[config.mk]
export PLATFORM = sky130hd
export DESIGN_NAME = errmode_stat_reg
export DESIGN_NICKNAME = d
export VERILOG_FILES = /design/src/rtl/errmode_stat_pkg.sv /design/src/rtl/errmode_rst_sync.sv /design/src/rtl/errmode_cmd_dec.sv /design/src/rtl/errmode_flag_cell.sv /design/src/rtl/errmode_stat_reg.sv
export SDC_FILE = /design/constraint.sdc
export NUM_CORES = 1
export LEC_CHECK = 0
export ABC_CLOCK_PERIOD_IN_PS = 800
export CAP_MARGIN = 20
export CELL_PAD_IN_SITES_DETAIL_PLACEMENT = 0
export CELL_PAD_IN_SITES_GLOBAL_PLACEMENT = 1
export CORE_MARGIN = 3
export CORE_UTILIZATION = 20
export CTS_CLUSTER_DIAMETER = 40
export DETAILED_ROUTE_END_ITERATION = 8
export HOLD_SLACK_MARGIN = 0.12
export PLACE_DENSITY = 0.75
export SYNTH_ARGS = -nofsm -noshare
export SYNTH_HDL_FRONTEND = slang
export SYNTH_HIERARCHICAL = 1
export SYNTH_SLANG_ARGS = --single-unit
[constraint.sdc]
create_clock -name clk -period 0.8 [get_ports clk]
set_input_delay 0.08 -clock clk [delete_from_list [all_inputs] [get_ports clk]]
set_output_delay 0.08 -clock clk [all_outputs]
set_load 0.02 [all_outputs]
[src/rtl/errmode_stat_pkg.sv]
package errmode_stat_pkg;

  localparam int CMD_W       = 16;
  localparam int STAT_W      = 16;
  localparam int NUM_FLAGS   = 8;
  localparam int NUM_HW_ERR  = 6;
  localparam int NUM_KIND_EN = NUM_HW_ERR - 1;
  localparam int BUSY_POS    = 13;

  // flag index: 0 enable, 1 master, 2 mode err, 3 tx ovf, 4 rx ovf,
  // 5 abort, 6 tx udf, 7 rx udf
  localparam int FL_EN    = 0;
  localparam int FL_MS    = 1;
  localparam int FL_ERR0  = 2;

  function automatic int stat_pos(input int idx);
    return (idx < FL_ERR0) ? idx : idx + 5;
  endfunction

  function automatic int set_pos(input int idx);
    case (idx)
      0:       return 1;
      1:       return 3;
      2:       return 7;
      3:       return 12;
      4:       return 13;
      5:       return 14;
      6:       return 15;
      default: return 5;
    endcase
  endfunction

  function automatic int clr_pos(input int idx);
    case (idx)
      0:       return 0;
      1:       return 2;
      2:       return 6;
      3:       return 8;
      4:       return 9;
      5:       return 10;
      6:       return 11;
      default: return 4;
    endcase
  endfunction

endpackage

[src/rtl/errmode_rst_sync.sv]
module errmode_rst_sync #(
  parameter int STAGES = 2
) (
  input  logic clk,
  input  logic rst_n,
  output logic rst_sync_n
);
  logic [STAGES-1:0] chain_q;

  always_ff @(posedge clk or negedge rst_n) begin
    if (!rst_n) chain_q <= '0;
    else        chain_q <= {chain_q[STAGES-2:0], 1'b1};
  end

  assign rst_sync_n = chain_q[STAGES-1];
endmodule

[src/rtl/errmode_cmd_dec.sv]
module errmode_cmd_dec
  import errmode_stat_pkg::*;
(
  input  logic                 cmd_valid,
  input  logic [CMD_W-1:0]     cmd_word,
  output logic [NUM_FLAGS-1:0] sw_set,
  output logic [NUM_FLAGS-1:0] sw_clr
);
  for (genvar i = 0; i < NUM_FLAGS; i++) begin : g_map
    localparam int SP = set_pos(i);
    localparam int CP = clr_pos(i);
    assign sw_set[i] = cmd_valid & cmd_word[SP];
    assign sw_clr[i] = cmd_valid & cmd_word[CP];
  end
endmodule

[src/rtl/errmode_flag_cell.sv]
module errmode_flag_cell #(
  parameter logic RST_VAL = 1'b0
) (
  input  logic clk,
  input  logic rst_n,
  input  logic hw_set,
  input  logic sw_set,
  input  logic sw_clr,
  output logic flag_q
);
  logic flag_d;
  logic flag_ce;

  always_comb begin
    flag_ce = hw_set | (sw_set ^ sw_clr);
    if (hw_set)      flag_d = 1'b1;
    else if (sw_set) flag_d = 1'b1;
    else             flag_d = 1'b0;
  end

  always_ff @(posedge clk or negedge rst_n) begin
    if (!rst_n)       flag_q <= RST_VAL;
    else if (flag_ce) flag_q <= flag_d;
  end
endmodule

[src/rtl/errmode_stat_reg.sv]
module errmode_stat_reg
  import errmode_stat_pkg::*;
#(
  parameter logic RST_MASTER = 1'b0,
  parameter int   RST_STAGES = 2
) (
  input  logic                   clk,
  input  logic                   rst_n,
  input  logic                   cmd_valid,
  input  logic [CMD_W-1:0]       cmd_word,
  input  logic [NUM_KIND_EN-1:0] err_kind_en,
  input  logic [NUM_HW_ERR-1:0]  hw_err,
  input  logic                   busy_in,
  output logic [STAT_W-1:0]      status,
  output logic                   active_mode,
  output logic                   master_sel,
  output logic                   err_out
);
  localparam int NUM_ERR = NUM_FLAGS - FL_ERR0;

  logic                 rst_core_n;
  logic [NUM_FLAGS-1:0] sw_set;
  logic [NUM_FLAGS-1:0] sw_clr;
  logic [NUM_FLAGS-1:0] hw_set;
  logic [NUM_FLAGS-1:0] flags_q;
  logic [NUM_HW_ERR-1:0] kind_ok;

  errmode_rst_sync #(.STAGES(RST_STAGES)) u_rst (
    .clk        (clk),
    .rst_n      (rst_n),
    .rst_sync_n (rst_core_n)
  );

  errmode_cmd_dec u_dec (
    .cmd_valid (cmd_valid),
    .cmd_word  (cmd_word),
    .sw_set    (sw_set),
    .sw_clr    (sw_clr)
  );

  // mode error has no enable bit; others take one each
  assign kind_ok = {err_kind_en, 1'b1};

  for (genvar i = 0; i < NUM_FLAGS; i++) begin : g_flag
    if (i < FL_ERR0) begin : g_mode
      assign hw_set[i] = 1'b0;
    end else begin : g_err
      assign hw_set[i] = flags_q[FL_EN] & kind_ok[i-FL_ERR0] & hw_err[i-FL_ERR0];
    end
    errmode_flag_cell #(
      .RST_VAL ((i == FL_MS) ? RST_MASTER : 1'b0)
    ) u_cell (
      .clk    (clk),
      .rst_n  (rst_core_n),
      .hw_set (hw_set[i]),
      .sw_set (sw_set[i]),
      .sw_clr (sw_clr[i]),
      .flag_q (flags_q[i])
    );
  end

  always_comb begin
    status = '0;
    for (int i = 0; i < NUM_FLAGS; i++) status[stat_pos(i)] = flags_q[i];
    status[BUSY_POS] = busy_in;
  end

  assign active_mode = flags_q[FL_EN];
  assign master_sel  = flags_q[FL_MS];
  assign err_out     = |flags_q[FL_ERR0 +: NUM_ERR];
endmodule

# Word-level counts from Yosys, hierarchy flattened
# Index checks and enable logic that the tools add are counted.
# word_totals
word_cells	65
out_inout_bits	19
in_bits	31
latch_bits	0
ff_bits	10
mem_bits_rw	0
memories	0
rom_bits	0
# classes
muxes	14
div	0
add_sub_neg	0
shift	0
n_reduce_logical	1
multipliers	0
bitwise_logic	41
n_eq_ne	0
magnitude_cmp	0
# ops
op	n
$and 1x1->1	27
$mux 1	14
$xor 1x1->1	8
$or 1x1->1	6
$reduce_or 6->1	1

# Logic depth before layout (Yosys ltp)
# Gate-level depths: netlist (run 1).
# depth
depth_word	3
ltp_mapped	4
mapped_depth_nobuf	3

# Cells and area by module
# Netlist (run 1), hierarchy kept.
# by_module_without_submodules
mod	cells_per_inst	area_per_inst_um2	seq_area_each_um2	n_inst
errmode_flag_cell	5	43.8	25.0	8
errmode_stat_reg	20	130.1	0.0	1
errmode_cmd_dec	17	126.4	0.0	1
errmode_rst_sync	3	53.8	50.0	1

# Worst setup path after synthesis (run 1)
# OpenSTA, ideal clock, no wires.
# synth_path
path_kind	reg2reg
start	register g_flag[0].u_cell.flag_q
end	register g_flag[2].u_cell.flag_q
t_required_ns	0.674
n_path_buf	0
period_less_slack_ns	1.024
stages_incl_launch_ff	4
setup_ns	0.126
arrival_ns	0.898
slack_ns	-0.224
cell_sequence	dfrtp_1 -> and2_1 -> nor3_1 -> a31oi_1
# synth_between
elab_chain_len	2
elab_cells_between_ends	3
classes_between	mux: 1; bitwise: 2
# synth_rtl
item	line	text
from (decl)	errmode_flag_cell.sv:9	output logic flag_q
from (signal assigned)	errmode_flag_cell.sv:23	else if (flag_ce) flag_q <= flag_d;
$and 1x1->1 (*)	errmode_stat_reg.sv:48	assign hw_set[i] = flags_q[FL_EN] & kind_ok[i-FL_ERR0] & hw_err[i-FL_ERR0];
named net hw_set[2]	errmode_stat_reg.sv:24	logic [NUM_FLAGS-1:0] hw_set;
$mux 1 / $or 1x1->1 (equally long branches)	errmode_flag_cell.sv:16, errmode_flag_cell.sv:15	
to (signal assigned)	errmode_flag_cell.sv:23	
to (decl)	errmode_flag_cell.sv:9	
# The timed path passes the listed nets; every way through them passes the cells marked *.
# A chain may end at the register's enable or synchronous reset.

# Final worst setup path (run 1)
# layout_path
start	register g_flag[4].u_cell.flag_q
end	output err_out
# layout_between
elab_chain_len	1
# layout_rtl
item	line	text
from (decl)	errmode_flag_cell.sv:9	
from (signal assigned)	errmode_flag_cell.sv:23	
$reduce_or 6->1	errmode_stat_reg.sv:70	assign err_out = |flags_q[FL_ERR0 +: NUM_ERR];
to (decl)	errmode_stat_reg.sv:17	output logic err_out
# Every way passes these cells.

==> reports/qor_table.md, run 1 <==
| Group | Result | This run |
| --- | --- | --- |
| die | Die area | 4030 um2 |
| route | Starting DRT DRC Count | 34 |
| clock network | Cts bufs inserted | 3 |
| synthesis | Gate count of the mapped netlist | 80 |
| timing | Setup ws final | -0.452 ns |
| die | Ports placed on the boundary | 50 |
| synthesis | Largest area contributor in the synthesized netlist | sky130_fd_sc_hd__dfrtp_1 |
| setup path | CP max stage cell | sky130_fd_sc_hd__dfrtp_2 |
| grt | All-Layer GR Usage | 11.0% |
| placement | Post-placement cell area | 1170 um2 |
| clock network | Number of buffers on the longest clock path | 2 |
| timing | WHS | 0.124 ns |
| clock network | Worst-skew pair later-pin latency | 0.26 ns |
| route | DRC | 0 |
| setup path | Worst Path Required | 0.72 ns |
| placement | Total of buffers placed on input and output ports | 40 |
| synthesis | Post-Synthesis Cell Area | 661 um2 |
| die | Effective utilization at floorplan | 21.3% |
| synthesis | Portion of synthesized cell area occupied by the leading cell type | 37.9% |
| flow run | Max-capacitance violation count | 0 |
| timing | Minimum clock period after layout | 1.25 ns |
| power and ir drop | PwrDens | 1340 nW/um2 |
| clock network | Number of levels in the clock H-tree | 1 |
| route | Final Routed Wirelength | 2.03 mm |
| cells and area | Diode count | 0 |
| die | Horizontal extent of the die | 63.5 um |
| grt | Wire length of the first global-routing pass | 3.52 mm |
| timing | Setup repair after global routing missed its margin | yes |
| timing | Slew Viols, Final | 0 |
| power and ir drop | Final total power | 1.84 mW |
| cells and area | Area used by multi-input combinational logic | 405 um2 |
| grt | Vias in the first global route | 782 |
| setup path | Longest individual stage delay on the worst path | 0.42 ns |
| setup path | Critical path, cell by cell | nor4_2 -> nand2_1 -> buf_6 |
| setup path | Number of buffer and inverter instances along the worst setup path | 1 |
| run status | Failing checks | negative setup slack |
| route | Total number of vias | 723 |
| grt | Number of antenna violations at the first check in global routing | 0 |
| route | DRT Pass-1 Iters | 2 |
| placement | Half-perimeter wire length after placement | 1.56 mm |
| setup path | Signal arrival time at the worst endpoint | 1.17 ns |
| clock network | Root buffer cell | sky130_fd_sc_hd__clkbuf_4 |
| setup path | Kind of capture point of the worst setup path | output pin |
| timing | Final clock skew | 0.00119 ns |
| power and ir drop | Leakage power figure | 0.582 nW |
| cells and area | Area used by sequential logic in the layout | 254 um2 |
| route | Ratio of routed vias to standard cells | 3.91 |
| placement | Gp weighted congestion | 0.676 |
| power and ir drop | Peak supply drop | 0.000541 V |
| synthesis | Proportion of synthesized chip area in sequential cells | 37.9% |
| synthesis | Count of synthesis-stage warnings from yosys | 6 |
| timing | Highest achievable clock rate | 0.799 GHz |
| timing | Final setup violating endpoints | 18 |
| clock network | Clock-pin slew on the worst setup and hold paths | 0.07 ns |
| synthesis | Ranking of synthesized cells by area | sky130_fd_sc_hd__dfrtp_1, sky130_fd_sc_hd__and2_2, sky130_fd_sc_hd__buf_4 |
| setup path | Kind of cell adding the most delay to the critical path | flip-flops |
| clock network | Clock tree from TritonCTS | yes |
| die | Die span in y | 63.5 um |
| route | Antenna violation net count after detailed routing | 0 |
| cells and area | Fill cell total of the finished layout | 324 |
| timing | Part of the cycle the worst path needs | 157% |
| synthesis | Mean Syn Cell Area | 8.26 um2 |
| setup path | Kind of start point of the critical path | register |
| grt | Largest net degree at the start of global routing | 9 |
| worst hold path | Hold WC Path Type | register to async pin |
| synthesis | Number of register bits inferred by synthesis | 10 |
| cells and area | End-of-flow core utilization | 44.4% |
| route | Average wire per standard cell | 11.0 um |
| cells and area | Final std cell area, no fill | 1380 um2 |
| timing | TNS Setup | -3.65 ns |
| timing | Final hold violation count | 0 |
| cells and area | Growth of design area from synthesis to finish | 109% |
| cells and area | Share of layout cells above drive strength 1 | 44.0% |
| setup path | Worst-path fanout max | 2 |
| synthesis | Number of distinct library cell variants in the gate-level netlist after synthesis | 13 |
| die | Row Count | 20 |
| cells and area | Final layout net count | 173 |
| setup path | Kind of critical path | register to output pin |
| run status | Outcome | complete, but fails checks |
| clock network | Clk sink count | 10 |
| die | Floorplan Core Area | 3100 um2 |
| grt | Remaining Overflow, GRT | 0 |
==> where the power goes <==
part	internal (mW)	switching [mW]	total, mW
clock network	0.276	0.168	0.444
logic	0.477	0.305	0.781
registers	0.563	0.0534	0.616
==> stage by stage <==
step | std cells | setup WS [ns]
finish | 185 | -0.452
global route | 185 | -0.508
CTS | 184 | -0.463
detailed placement | 174 | -0.596
global placement | 174 | -0.590
floorplan | 90 | -0.169
==> logic make-up after synthesis <==
family / after synthesis / share of synthesized area, %
AND/OR/NAND/NOR: 41 / 35.8
buffers and inverters: 19 / 17.6
flip-flops: 10 / 37.9
AO/OA/AOI/OAI: 8 / 7.58
other: 2 / 1.14
==> repair_timing <==
action | 4_1_cts | 5_1_grt
pin swaps | 10 | 2
gates resized for setup | 88 | 4
endpoints found under the setup margin | 19 | 19
hold buffers | 1 | 0
cloned | 1 | 0
setup buffers | 4 | 2
endpoints found under the hold margin | 2 | 0
==> flip-flops by register name, indices dropped and copies added, names as in the netlist <==
name and flops:
u_rst/chain_q 2, g_flag.u_cell/flag_q 8
==> routing by layer <==
metal / wire (um) / share of wire [%] / vias to the layer above / global-route usage [%]
li1: - / - / 365 / -
met1: 832 / 41 / 325 / 13.6
met2: 991 / 49 / 31 / 17.5
met3: 187 / 9.2 / 2 / 3.74
met4: 14 / 0.69 / 0 / 4.04
met5: 0 / 0 / - / 0
==> cell usage in the layout (no fill, tap or decap), drive strengths merged <==
| master | netlist | final |
|---|---|---|
| and2 | 17 | 17 |
| inv | 8 | 8 |
| clkbuf | 0 | 4 |
| buf | 11 | 28 |
| a31oi | 8 | 8 |
| nand2 | 9 | 9 |
| nor4 | 1 | 1 |
| conb | 2 | 12 |
| nor2 | 1 | 1 |
| dlygate4sd2 | 0 | 1 |
| nor3 | 8 | 8 |
| dlygate4sd3 | 0 | 1 |
| dfrtp | 10 | 10 |
| and3 | 5 | 5 |
| clkdlybuf4s50 | 0 | 28 |
==> cell type report <==
type	instances	area share, %
Timing Repair Buffer	58	43.4
Sequential cell	10	18.4
Inverter	8	2.18
Multi-Input combinational cell	61	29.4
Tap cell	44	3.99
Clock buffer	4	2.63
==> final timing paths <==
check | end | depth (start not counted) | from | slack, ns
max in group asynchronous | u_rst/chain_q[1] | 2 | rst_n | 0.16
max reg2reg | g_flag[5].u_cell/flag_q | 4 | g_flag[0].u_cell/flag_q | -0.21
min in group clk | status[13] | 0 | busy_in | 0.16
min reg2reg | g_flag[6].u_cell/flag_q | 0 | u_rst/chain_q[1] | 0.12
max | err_out | 3 | g_flag[4].u_cell/flag_q | -0.45
min | g_flag[6].u_cell/flag_q | 0 | u_rst/chain_q[1] | 0.12
==> worst register-to-register path: stages (launching register included) <==
cell	delay [ns]
sky130_fd_sc_hd__dfrtp_2	0.44
sky130_fd_sc_hd__buf_12	0.14
sky130_fd_sc_hd__and3_4	0.14
sky130_fd_sc_hd__nor3_2	0.10
sky130_fd_sc_hd__a31oi_1	0.07
==> synthesized netlist by cell type, drive strengths merged <==
library cell / number
dfrtp: 10
nor3: 8
and3: 5
nor4: 1
and2: 17
nor2: 1
conb: 2
nand2: 9
buf: 11
a31oi: 8
inv: 8
No activity file was read; power rests on OpenSTA's default activity.
==> run 2: changes to the inputs <==
--- a/config.mk
+++ b/config.mk
@@ -14,7 +14,7 @@
 export CTS_CLUSTER_DIAMETER = 40
 export DETAILED_ROUTE_END_ITERATION = 8
 export HOLD_SLACK_MARGIN = 0.12
-export PLACE_DENSITY = 0.75
+export PLACE_DENSITY = 0.82
 export SYNTH_ARGS = -nofsm -noshare
 export SYNTH_HDL_FRONTEND = slang
 export SYNTH_HIERARCHICAL = 1
==> run 2 against run 1 <==
  * The flow still finishes with violations (negative setup slack)
  * Sequential power up 1%
  * Sequential cell count did not move
  * Worst setup slack worse by 0.029 ns
  * Critical path depth stayed put
  * Total power down 4.0%
  * Worst hold slack improved by 0.0020 ns
  * Register-to-register slack hardly changed
  * Fmax down 2.2%
  * Core utilization shrank 0.16 points
  * Design area shrank 0.36%
  * Global-route usage fell by 0.64 points
==> reports/qor_table.md, run 2 (synthesized netlist as in run 1, its figures left out) <==
| Group | Result | This run | Change |
| --- | --- | --- | --- |
| run status | Outcome | complete, but fails checks | unchanged |
| clock network | Root buffer cell | sky130_fd_sc_hd__clkbuf_4 | unchanged |
| setup path | Signal arrival time at the worst endpoint | 1.20 ns | was 1.17 ns |
| timing | Minimum clock period after layout | 1.28 ns | was 1.25 ns |
| timing | TNS Setup | -3.55 ns | was -3.65 ns |
| timing | Setup ws final | -0.481 ns | was -0.452 ns |
| cells and area | Final std cell area, no fill | 1370 um2 | was 1380 um2 |
| die | Floorplan Core Area | 3100 um2 | unchanged |
| route | Total number of vias | 716 | was 723 |
| timing | Part of the cycle the worst path needs | 160% | was 157% |
| cells and area | Most frequent standard cell in the layout excluding fill and tap cells | sky130_fd_sc_hd__clkdlybuf4s50_1 | unchanged |
| cells and area | Diode count | 0 | unchanged |
| cells and area | Largest Register | g_flag.u_cell/flag_q | unchanged |
| die | Horizontal extent of the die | 63.5 um | unchanged |
| setup path | CP max stage cell | sky130_fd_sc_hd__dfrtp_2 | unchanged |
| setup path | Kind of capture point of the worst setup path | output pin | unchanged |
| timing | Final hold violation count | 0 | unchanged |
| cells and area | Flip-flop count of the largest register after layout | 8 | unchanged |
| timing | Final setup violating endpoints | 19 | was 18 |
| cells and area | Regs by FF count | g_flag.u_cell/flag_q: 8 flops, u_rst/chain_q: 2 flops | unchanged |
| placement | Setup slack after placement | -0.616 ns | was -0.596 ns |
| worst hold path | Hold WC Path Type | register to async pin | unchanged |
| grt | Wire length of the first global-routing pass | 3.32 mm | was 3.52 mm |
| clock network | Clock-pin slew on the worst setup and hold paths | 0.07 ns | about the same |
| route | Final Routed Wirelength | 2.02 mm | was 2.03 mm |
| cells and area | Final layout net count | 170 | was 173 |
| grt | Remaining Overflow, GRT | 0 | unchanged |
| power and ir drop | Leakage power figure | 0.566 nW | was 0.582 nW |
| power and ir drop | Peak supply drop | 0.000522 V | was 0.000541 V |
| route | Starting DRT DRC Count | 10 | was 34 |
| die | Die area | 4030 um2 | unchanged |
| route | Ratio of routed vias to standard cells | 3.93 | was 3.91 |
| timing | Slew Viols, Final | 0 | unchanged |
| grt | Number of antenna violations at the first check in global routing | 0 | unchanged |
| placement | Gp weighted congestion | 0.653 | was 0.676 |
| route | Antenna violation net count after detailed routing | 0 | unchanged |
| route | DRC | 0 | unchanged |
| cells and area | Growth of design area from synthesis to finish | 108% | was 109% |
| setup path | Kind of critical path | register to output pin | unchanged |
| setup path | Worst Path Required | 0.72 ns | about the same |
| run status | Failing checks | negative setup slack | unchanged |
| timing | Setup repair after global routing missed its margin | yes | unchanged |
| grt | Vias in the first global route | 747 | was 782 |
| clock network | Worst-skew pair later-pin latency | 0.26 ns | about the same |
| route | DRT Pass-1 Iters | 3 | was 2 |
| grt | Largest net degree at the start of global routing | 11 | was 9 |
| die | Ports placed on the boundary | 50 | unchanged |
| setup path | Longest individual stage delay on the worst path | 0.43 ns | was 0.42 ns |
| placement | Total of buffers placed on input and output ports | 40 | unchanged |
| timing | WHS | 0.126 ns | was 0.124 ns |
| grt | All-Layer GR Usage | 10.3% | was 11.0% |
| die | Die span in y | 63.5 um | unchanged |
| clock network | Cts bufs inserted | 3 | unchanged |
| setup path | Kind of start point of the critical path | register | unchanged |
| die | Row Count | 20 | unchanged |
| clock network | Clk sink count | 10 | unchanged |
| clock network | Number of buffers on the longest clock path | 2 | unchanged |
| cells and area | Share of layout cells above drive strength 1 | 43.5% | was 44.0% |
| cells and area | Highest-count cells in the layout ignoring fill and taps | sky130_fd_sc_hd__clkdlybuf4s50_1, sky130_fd_sc_hd__buf_6, sky130_fd_sc_hd__conb_1, sky130_fd_sc_hd__and2_2 | was sky130_fd_sc_hd__clkdlybuf4s50_1, sky130_fd_sc_hd__buf_6, sky130_fd_sc_hd__conb_1, sky130_fd_sc_hd__and2_2, sky130_fd_sc_hd__nand2_1 |
| setup path | Worst-path fanout max | 2 | unchanged |
| setup path | Critical path, cell by cell | nor4_4 -> nand2_1 -> buf_6 | was nor4_2 -> nand2_1 -> buf_6 |
| die | Effective utilization at floorplan | 21.3% | unchanged |
| placement | Post-placement cell area | 1150 um2 | was 1170 um2 |
| clock network | Clock tree from TritonCTS | yes | unchanged |
| timing | Final clock skew | 0.00437 ns | was 0.00119 ns |
| flow run | Max-capacitance violation count | 0 | unchanged |
| power and ir drop | PwrDens | 1290 nW/um2 | was 1340 nW/um2 |
| route | Average wire per standard cell | 11.1 um | was 11.0 um |
| timing | Highest achievable clock rate | 0.781 GHz | was 0.799 GHz |
| cells and area | Fill cell total of the finished layout | 328 | was 324 |
| placement | Half-perimeter wire length after placement | 1.58 mm | was 1.56 mm |
| clock network | Number of levels in the clock H-tree | 1 | unchanged |
## run 2: cell types whose count changed in the layout (fill, tap and decap cells not counted), moves of 2 or more
cell and change:
sky130_fd_sc_hd__nor3_2 -2, sky130_fd_sc_hd__buf_6 +2, sky130_fd_sc_hd__buf_4 -3, sky130_fd_sc_hd__nor3_4 +2
## run 2: repair_timing
item	CTS	global route
pin swaps	8	4
setup buffers	5	2
hold buffers	1	0
endpoints found under the hold margin	2	0
setup endpoints to repair	19	19
gates resized for setup	84	16
## run 2: area by class of cell
type / count / area [um2] / share of cell area (%)
Clock buffer: 4 / 26.3 / 1.91
Inverter: 8 / 30.0 / 2.19
Multi-Input combinational cell: 61 / 435 / 31.7
Sequential cell: 10 / 254 / 18.5
Tap cell: 44 / 55.1 / 4.01
Timing Repair Buffer: 55 / 573 / 41.7
## run 2: path summary, 6_finish.rpt
kind | startpoint | cells after the start | slack [ns] | endpoint
worst max-delay path | g_flag[5].u_cell/flag_q | 3 | -0.48 | err_out
worst min-delay path | u_rst/chain_q[1] | 0 | 0.13 | g_flag[6].u_cell/flag_q
worst max register to register | g_flag[7].u_cell/flag_q | 4 | -0.20 | g_flag[7].u_cell/flag_q
worst min register to register | u_rst/chain_q[1] | 0 | 0.13 | g_flag[6].u_cell/flag_q
max in group asynchronous | rst_n | 2 | 0.16 | u_rst/chain_q[1]
min in group clk | busy_in | 0 | 0.16 | status[13]
## run 2: routing by layer
layer / track usage (%) / vias up / part of all wire, %
met3: 4.10 / 0 / 8.3
met5: 0 / - / 0
li1: - / 355 / -
met4: 3.23 / 0 / 0
met1: 11.5 / 330 / 38
met2: 17.9 / 31 / 53
## run 2: critical path: cells and delay by family (launching register included)
family | cells | cell delay, ns
and+or+nand+nor | 2 | 0.37
DFF | 1 | 0.43
buffers and inverters | 1 | 0.14
## run 2: where the power goes
group          switching (mW)  internal (mW)  leakage [nW]
registers              0.0626          0.563         0.104
clock network           0.168          0.192        0.0150
logic                   0.313          0.468         0.446
total                   0.544           1.22         0.566
## run 2: stage by stage
stage,power [mW],utilization [%],instances
6_report,1.77,44.3,182
5_1_grt,1.88,44.3,182
4_1_cts,1.73,42.4,182
3_5_place_dp,1.22,37.0,173
3_3_place_gp,1.21,37.0,173
2_1_floorplan,0.898,-,90
